<file path="src/rtl/imseq_pkg.sv">
package imseq_pkg;

  localparam logic [3:0] OP_WRITE = 4'h2;
  localparam int unsigned OP_LSB  = 20;
  localparam int unsigned ERR_BIT = 20;
  localparam logic [23:0] END_CODE = 24'h38_0000;

  typedef struct packed {
    logic       branch;
    logic [3:0] board;
    logic [2:0] chip;
    logic [3:0] chan;
  } hwaddr_t;

  typedef struct packed {
    logic       bcast;
    logic       to_ctrl;
    hwaddr_t    hw;
    logic [4:0] regsel;
  } wcmd_t;

  typedef enum logic [2:0] {
    ST_IDLE,
    ST_FETCH,
    ST_DATA,
    ST_ISSUE,
    ST_LOG0,
    ST_LOG1
  } state_e;

  function automatic wcmd_t decode_cmd(input logic [18:0] bits);
    return wcmd_t'(bits);
  endfunction

endpackage

</file>
<file path="src/rtl/imseq_store.sv">
module imseq_store #(
  parameter int unsigned DEPTH  = 64,
  parameter int unsigned WORD_W = 32,
  localparam int unsigned AW    = $clog2(DEPTH)
) (
  input  logic              clk,
  input  logic              wr_en,
  input  logic [AW-1:0]     wr_addr,
  input  logic [WORD_W-1:0] wr_data,
  input  logic [AW-1:0]     rd_addr,
  output logic [WORD_W-1:0] rd_data
);

  logic [WORD_W-1:0] mem [DEPTH];

  always_ff @(posedge clk) begin
    if (wr_en) begin
      mem[wr_addr] <= wr_data;
    end
  end

  assign rd_data = mem[rd_addr];

endmodule

</file>
<file path="src/rtl/imseq_issue.sv">
module imseq_issue #(
  parameter int unsigned TIMEOUT = 16,
  localparam int unsigned CW     = $clog2(TIMEOUT + 1)
) (
  input  logic clk,
  input  logic rst_n,
  input  logic active,
  input  logic ack,
  output logic done,
  output logic failed
);

  logic [CW-1:0] cnt_q;
  logic [CW-1:0] cnt_d;
  logic          last_cycle;

  assign last_cycle = (cnt_q == CW'(TIMEOUT - 1));

  always_comb begin
    cnt_d  = '0;
    done   = 1'b0;
    failed = 1'b0;
    if (active) begin
      cnt_d  = cnt_q + 1'b1;
      done   = ack || last_cycle;
      failed = !ack && last_cycle;
    end
  end

  always_ff @(posedge clk or negedge rst_n) begin
    if (!rst_n) begin
      cnt_q <= '0;
    end else begin
      cnt_q <= cnt_d;
    end
  end

endmodule

</file>
<file path="src/rtl/imem_bus_sequencer.sv">
module imem_bus_sequencer
  import imseq_pkg::*;
#(
  parameter int unsigned IMEM_DEPTH = 64,
  parameter int unsigned WORD_W     = 32,
  parameter int unsigned DATA_W     = 20,
  parameter int unsigned TIMEOUT    = 16,
  localparam int unsigned AW        = $clog2(IMEM_DEPTH),
  localparam int unsigned PC_W      = AW + 1,
  localparam int unsigned RES_AW    = AW + 1
) (
  input  logic              clk,
  input  logic              rst_n,
  input  logic              host_we,
  input  logic [AW-1:0]     host_addr,
  input  logic [WORD_W-1:0] host_wdata,
  input  logic              start,
  output logic              busy,
  output logic              bus_req,
  output logic              bus_bcast,
  output logic              bus_to_ctrl,
  output logic              bus_branch,
  output logic [3:0]        bus_board,
  output logic [2:0]        bus_chip,
  output logic [3:0]        bus_chan,
  output logic [4:0]        bus_regsel,
  output logic [DATA_W-1:0] bus_wdata,
  input  logic              bus_ack,
  output logic              res_we,
  output logic [RES_AW-1:0] res_addr,
  output logic [WORD_W-1:0] res_wdata
);

  localparam logic [PC_W-1:0] LAST_LOC = PC_W'(IMEM_DEPTH - 1);

  // reset: asserted at once, released through two flops
  logic [1:0] rst_pipe;
  logic       rst_core_n;

  always_ff @(posedge clk or negedge rst_n) begin
    if (!rst_n) begin
      rst_pipe <= 2'b00;
    end else begin
      rst_pipe <= {rst_pipe[0], 1'b1};
    end
  end

  assign rst_core_n = rst_pipe[1];

  state_e            state_q, state_d;
  logic [PC_W-1:0]   pc_q, pc_d;
  logic [RES_AW-1:0] rptr_q, rptr_d;
  logic [19:0]       cmd_q, cmd_d;
  logic [DATA_W-1:0] data_q, data_d;
  logic              err_q, err_d;

  logic [WORD_W-1:0] rd_data;
  logic              issue_done;
  logic              issue_failed;
  logic              fetch_end;
  logic              fetch_last;
  logic [3:0]        fetch_op;
  logic [19:0]       data_ext;
  wcmd_t             cmd_f;

  imseq_store #(
    .DEPTH  (IMEM_DEPTH),
    .WORD_W (WORD_W)
  ) u_store (
    .clk     (clk),
    .wr_en   (host_we),
    .wr_addr (host_addr),
    .wr_data (host_wdata),
    .rd_addr (pc_q[AW-1:0]),
    .rd_data (rd_data)
  );

  imseq_issue #(
    .TIMEOUT (TIMEOUT)
  ) u_issue (
    .clk    (clk),
    .rst_n  (rst_core_n),
    .active (bus_req),
    .ack    (bus_ack),
    .done   (issue_done),
    .failed (issue_failed)
  );

  assign fetch_op   = rd_data[OP_LSB +: 4];
  assign fetch_end  = (rd_data == WORD_W'(END_CODE));
  assign fetch_last = (pc_q >= LAST_LOC);

  always_comb begin
    data_ext = '0;
    data_ext[DATA_W-1:0] = data_q;
  end

  always_comb begin
    state_d   = state_q;
    pc_d      = pc_q;
    rptr_d    = rptr_q;
    cmd_d     = cmd_q;
    data_d    = data_q;
    err_d     = err_q;
    res_we    = 1'b0;
    res_wdata = '0;
    case (state_q)
      ST_IDLE: begin
        if (start) begin
          state_d = ST_FETCH;
          pc_d    = '0;
          rptr_d  = '0;
        end
      end
      ST_FETCH: begin
        if (fetch_end || fetch_last) begin
          state_d = ST_IDLE;
        end else if (fetch_op == OP_WRITE) begin
          cmd_d   = rd_data[19:0];
          err_d   = 1'b0;
          pc_d    = pc_q + 1'b1;
          state_d = ST_DATA;
        end else begin
          cmd_d   = rd_data[19:0];
          data_d  = '0;
          err_d   = 1'b1;
          pc_d    = pc_q + 1'b1;
          state_d = ST_LOG0;
        end
      end
      ST_DATA: begin
        data_d  = rd_data[DATA_W-1:0];
        pc_d    = pc_q + 1'b1;
        state_d = ST_ISSUE;
      end
      ST_ISSUE: begin
        if (issue_done) begin
          err_d   = issue_failed;
          state_d = ST_LOG0;
        end
      end
      ST_LOG0: begin
        res_we             = 1'b1;
        res_wdata[19:0]    = cmd_q;
        res_wdata[ERR_BIT] = err_q;
        rptr_d             = rptr_q + 1'b1;
        state_d            = ST_LOG1;
      end
      ST_LOG1: begin
        res_we             = 1'b1;
        res_wdata[19:0]    = data_ext;
        res_wdata[ERR_BIT] = err_q;
        rptr_d             = rptr_q + 1'b1;
        state_d            = ST_FETCH;
      end
      default: state_d = ST_IDLE;
    endcase
  end

  always_ff @(posedge clk or negedge rst_core_n) begin
    if (!rst_core_n) begin
      state_q <= ST_IDLE;
      pc_q    <= '0;
      rptr_q  <= '0;
      cmd_q   <= '0;
      data_q  <= '0;
      err_q   <= 1'b0;
    end else begin
      state_q <= state_d;
      pc_q    <= pc_d;
      rptr_q  <= rptr_d;
      cmd_q   <= cmd_d;
      data_q  <= data_d;
      err_q   <= err_d;
    end
  end

  assign cmd_f       = decode_cmd(cmd_q[18:0]);
  assign busy        = (state_q != ST_IDLE);
  assign bus_req     = (state_q == ST_ISSUE);
  assign bus_bcast   = cmd_f.bcast;
  assign bus_to_ctrl = cmd_f.to_ctrl;
  assign bus_branch  = cmd_f.hw.branch;
  assign bus_board   = cmd_f.hw.board;
  assign bus_chip    = cmd_f.hw.chip;
  assign bus_chan    = cmd_f.hw.chan;
  assign bus_regsel  = cmd_f.regsel;
  assign bus_wdata   = data_q;
  assign res_addr    = rptr_q;

endmodule

</file>
<file path="config.mk">
export PLATFORM = sky130hd
export DESIGN_NAME = imem_bus_sequencer
export DESIGN_NICKNAME = d
export VERILOG_FILES = /design/src/rtl/imseq_pkg.sv /design/src/rtl/imseq_store.sv /design/src/rtl/imseq_issue.sv /design/src/rtl/imem_bus_sequencer.sv
export SDC_FILE = /design/constraint.sdc
export NUM_CORES = 2
export LEC_CHECK = 0
export BUFFER_PORTS_ARGS = -buffer_cell sky130_fd_sc_hd__buf_2
export CORE_MARGIN = 4
export CORE_UTILIZATION = 32
export DETAILED_ROUTE_END_ITERATION = 12
export GPL_TIMING_DRIVEN = 0
export SLEW_MARGIN = 10
export SYNTH_ARGS = -nofsm -noshare
export SYNTH_HDL_FRONTEND = slang
export SYNTH_SLANG_ARGS = --single-unit
</file>
<file path="constraint.sdc">
create_clock -name clk -period 5.7 [get_ports clk]
set_clock_uncertainty 0.1 [all_clocks]
set_input_delay 1.71 -clock clk [delete_from_list [all_inputs] [get_ports clk]]
set_output_delay 1.71 -clock clk [all_outputs]
set_load 0.01 [all_outputs]
</file>
==> metrics <==
Post-synth EDFFs 2048; final hold violation count 0; Synth cell types 81; number of I/O pins between 100 and 150; All-Layer GR Usage 0.218; Multi-input gate area 16000 sq um; Total Wirelength roughly 290000 microns; Final Util 0.384; initial antenna violation count 31; failing checks setup timing; vias in the first global route 42800; fin crit period ~5800 ps; final net count roughly 4400; pwr/cell area between 400 and 500 nW/um^2; CP max FO 10; Root Buffer clkbuf_16; DR DRC count 0; CTS Buffer Depth 3; Peak VDD IR 0.312 mV; DR vias/cell 5.80; Pins Over Slew Limit 0; Final Non-Filler Cells roughly 8000; Slew HR 0.0697; first-pass GRT wire length 380000 microns; kind of critical path flip-flop to flip-flop; startpoint types flip-flop; GR Overflow Total 0; Final Setup Violations 15; Fill cells around 22000; Worst-path clk slew around 60 ps; worst hold path type flip-flop to flip-flop; Max Cap Viol 0; input/output buffers around 110; synthesis-stage register bit count 2113; Initial Utilization 0.321; Hold WS approximately 250 ps; leak pwr roughly 30 nW; DRT iter0 DRCs just under 9000; cell count after placement 7424; Slew @ Worst Pin 1400 ps; core region area around 250000 sq um; PnR worst setup slack -72.1 ps; post-route ant nets 0; Cell Area, Synth about 80000 sq um; CTS buffer count a little over 200; H-tree level count 4; largest net degree at the start of global routing 65; # rows 183; CP endpoint kind flip-flop; routed vias about 45000; die area 257000 sq um; Design Power 42.1 mW; share of layout cells above drive strength 1 0.270; status finished with violations; GPL Wtd Cong approximately 0.89; drt first pass iters 6; TNS Setup -583 ps; post-synthesis cell count 3837; Skew-Pair Late Insertion Delay slightly below 900 ps; # hold bufs at CTS 0; WP data required between 6000 and 7000 ps; Layout area overhead 19.5%; synth warn 0; fmax between 0.15 and 0.2 GHz; syn avg cell area approximately 21 sq um; Sink Count 2113; die height slightly above 500 microns; Die X a little over 500 microns; CTS tree built; sequential element share of the synthesized area 0.791; FF+latch area 63100 sq um; fin crit share 1.01; Routed WL per cell 36.7 microns; Main synth FF type edfxtp_1; hpwl dp roughly 190000 microns; worst path arrival time 6370 ps; Async S/R FF share, synth 0.0308
==> placed cells by master (no fill, tap or decap), drive strengths merged, types with 21 or more instances in the layout <==
master	instances
mux2i	84
mux4	374
a21oi	59
a22oi	67
inv	23
clkbuf	300
clkinv	101
mux2	22
a211oi	25
edfxtp	2048
nor2	225
o31ai	25
o21ai	36
buf	406
nand2	103
o22ai	23
nor4	58
a22o	21
nand3	32
bufinv	23
dfrtp	65
nor3	87
==> state kept, by name (all words and copies together), names as in the netlist <==
signal,cells
bus_wdata,20
cmd_q,20
err_q,1
pc_q,7
res_addr,7
rst_pipe,2
state_q,3
u_issue.cnt_q,5
u_store.mem,2048
==> repair_timing <==
| action | in CTS | in global routing |
|---|---|---|
| endpoints found under the setup margin | 50 | 48 |
| gates cloned | 0 | 0 |
| pin swaps | 3 | 2 |
| buffers inserted | 3 | 6 |
| resized for setup | 101 | 16 |
==> report_power, final <==
group	switching [mW]	leakage (nW)	total [mW]	internal, mW
clock	5.99	3.27	13.7	7.73
sequential	0.210	19.3	17.5	17.3
combinational	7.05	7.30	10.9	3.81
==> routing by layer <==
| layer | wire length, microns | share of wire | track usage | vias up |
|---|---|---|---|---|
| li1 | - | - | - | 16900 |
| met1 | 103000 | 0.36 | 0.289 | 23900 |
| met2 | 127000 | 0.44 | 0.326 | 3753 |
| met3 | 41200 | 0.14 | 0.0708 | 719 |
| met4 | 15600 | 0.054 | 0.100 | 20 |
| met5 | 115 | 0.00040 | 0 | - |
==> path summary, 6_finish.rpt <==
kind                                       start                    endpoint  slack, ps  cells after the start
max in group asynchronous  rst_pipe[1]$_DFF_PN0_  u_issue.cnt_q[0]$_DFF_PN0_       4640                      0
min                        rst_pipe[0]$_DFF_PN0_       rst_pipe[1]$_DFF_PN0_        250                      0
max                          pc_q[2]$_DFFE_PN0P_       cmd_q[14]$_DFFE_PN0P_        -70                     15
min in group asynchronous  rst_pipe[1]$_DFF_PN0_    bus_wdata[7]$_DFFE_PN0P_        330                      0
min reg2reg                rst_pipe[0]$_DFF_PN0_       rst_pipe[1]$_DFF_PN0_        250                      0
max reg2reg                  pc_q[2]$_DFFE_PN0P_       cmd_q[14]$_DFFE_PN0P_        -70                     15
==> layout make-up <==
class,instances,area share
inverter,21,0.000840
tap,3330,0.0437
multi-input combinational,1499,0.168
buffer,208,0.0151
antenna,10,0.000262
timing repair buffer,256,0.0390
clock buffer,246,0.0559
clock inverter,134,0.0150
sequential,2113,0.662
==> critical path: stages, from the launching register on <==
cell      delay (ps)
dfrtp_1          430
buf_2            210
buf_4            250
buf_2            360
nor2b_2          720
clkbuf_1         950
a31oi_1          320
o311a_1          250
o22ai_1          350
o22ai_2          280
nor2_1           230
nand4_2          300
and2_1           290
buf_6            130
buf_6            150
mux2_1           320
==> Yosys cell counts (53+ instances only) <==
cell,instances,area [sq um]
edfxtp_1,2048,61500
mux4_2,374,8420
nor2_1,224,841
nand2_1,103,387
nor3_1,85,425
mux2i_1,84,841
buf_2,73,365
a22oi_1,67,503
dfrtp_1,65,1630
a21oi_1,59,295
nor4_1,57,357
clkbuf_1,53,199
==> cell families after synthesis <==
family,count (synthesis),synth area share
muxes,480,0.119
DFF,2113,0.791
buffers and inverters,235,0.0164
other,2,0.0000941
adders and majority gates,4,0.000627
AOI/OAI and AO/OA,381,0.0347
xor gates and xnor gates,6,0.000659
and+or+nand+nor,616,0.0371
==> metrics by stage <==
step                worst slack [ps]  cell area [sq um]
global route                   -25.8              95300
CTS                            0.258              95200
floorplan                       1280              79800
global placement               -2290              84500
finish                         -72.1              95300
detailed placement             -1500              88200
Power figures use the tool's default switching activity.
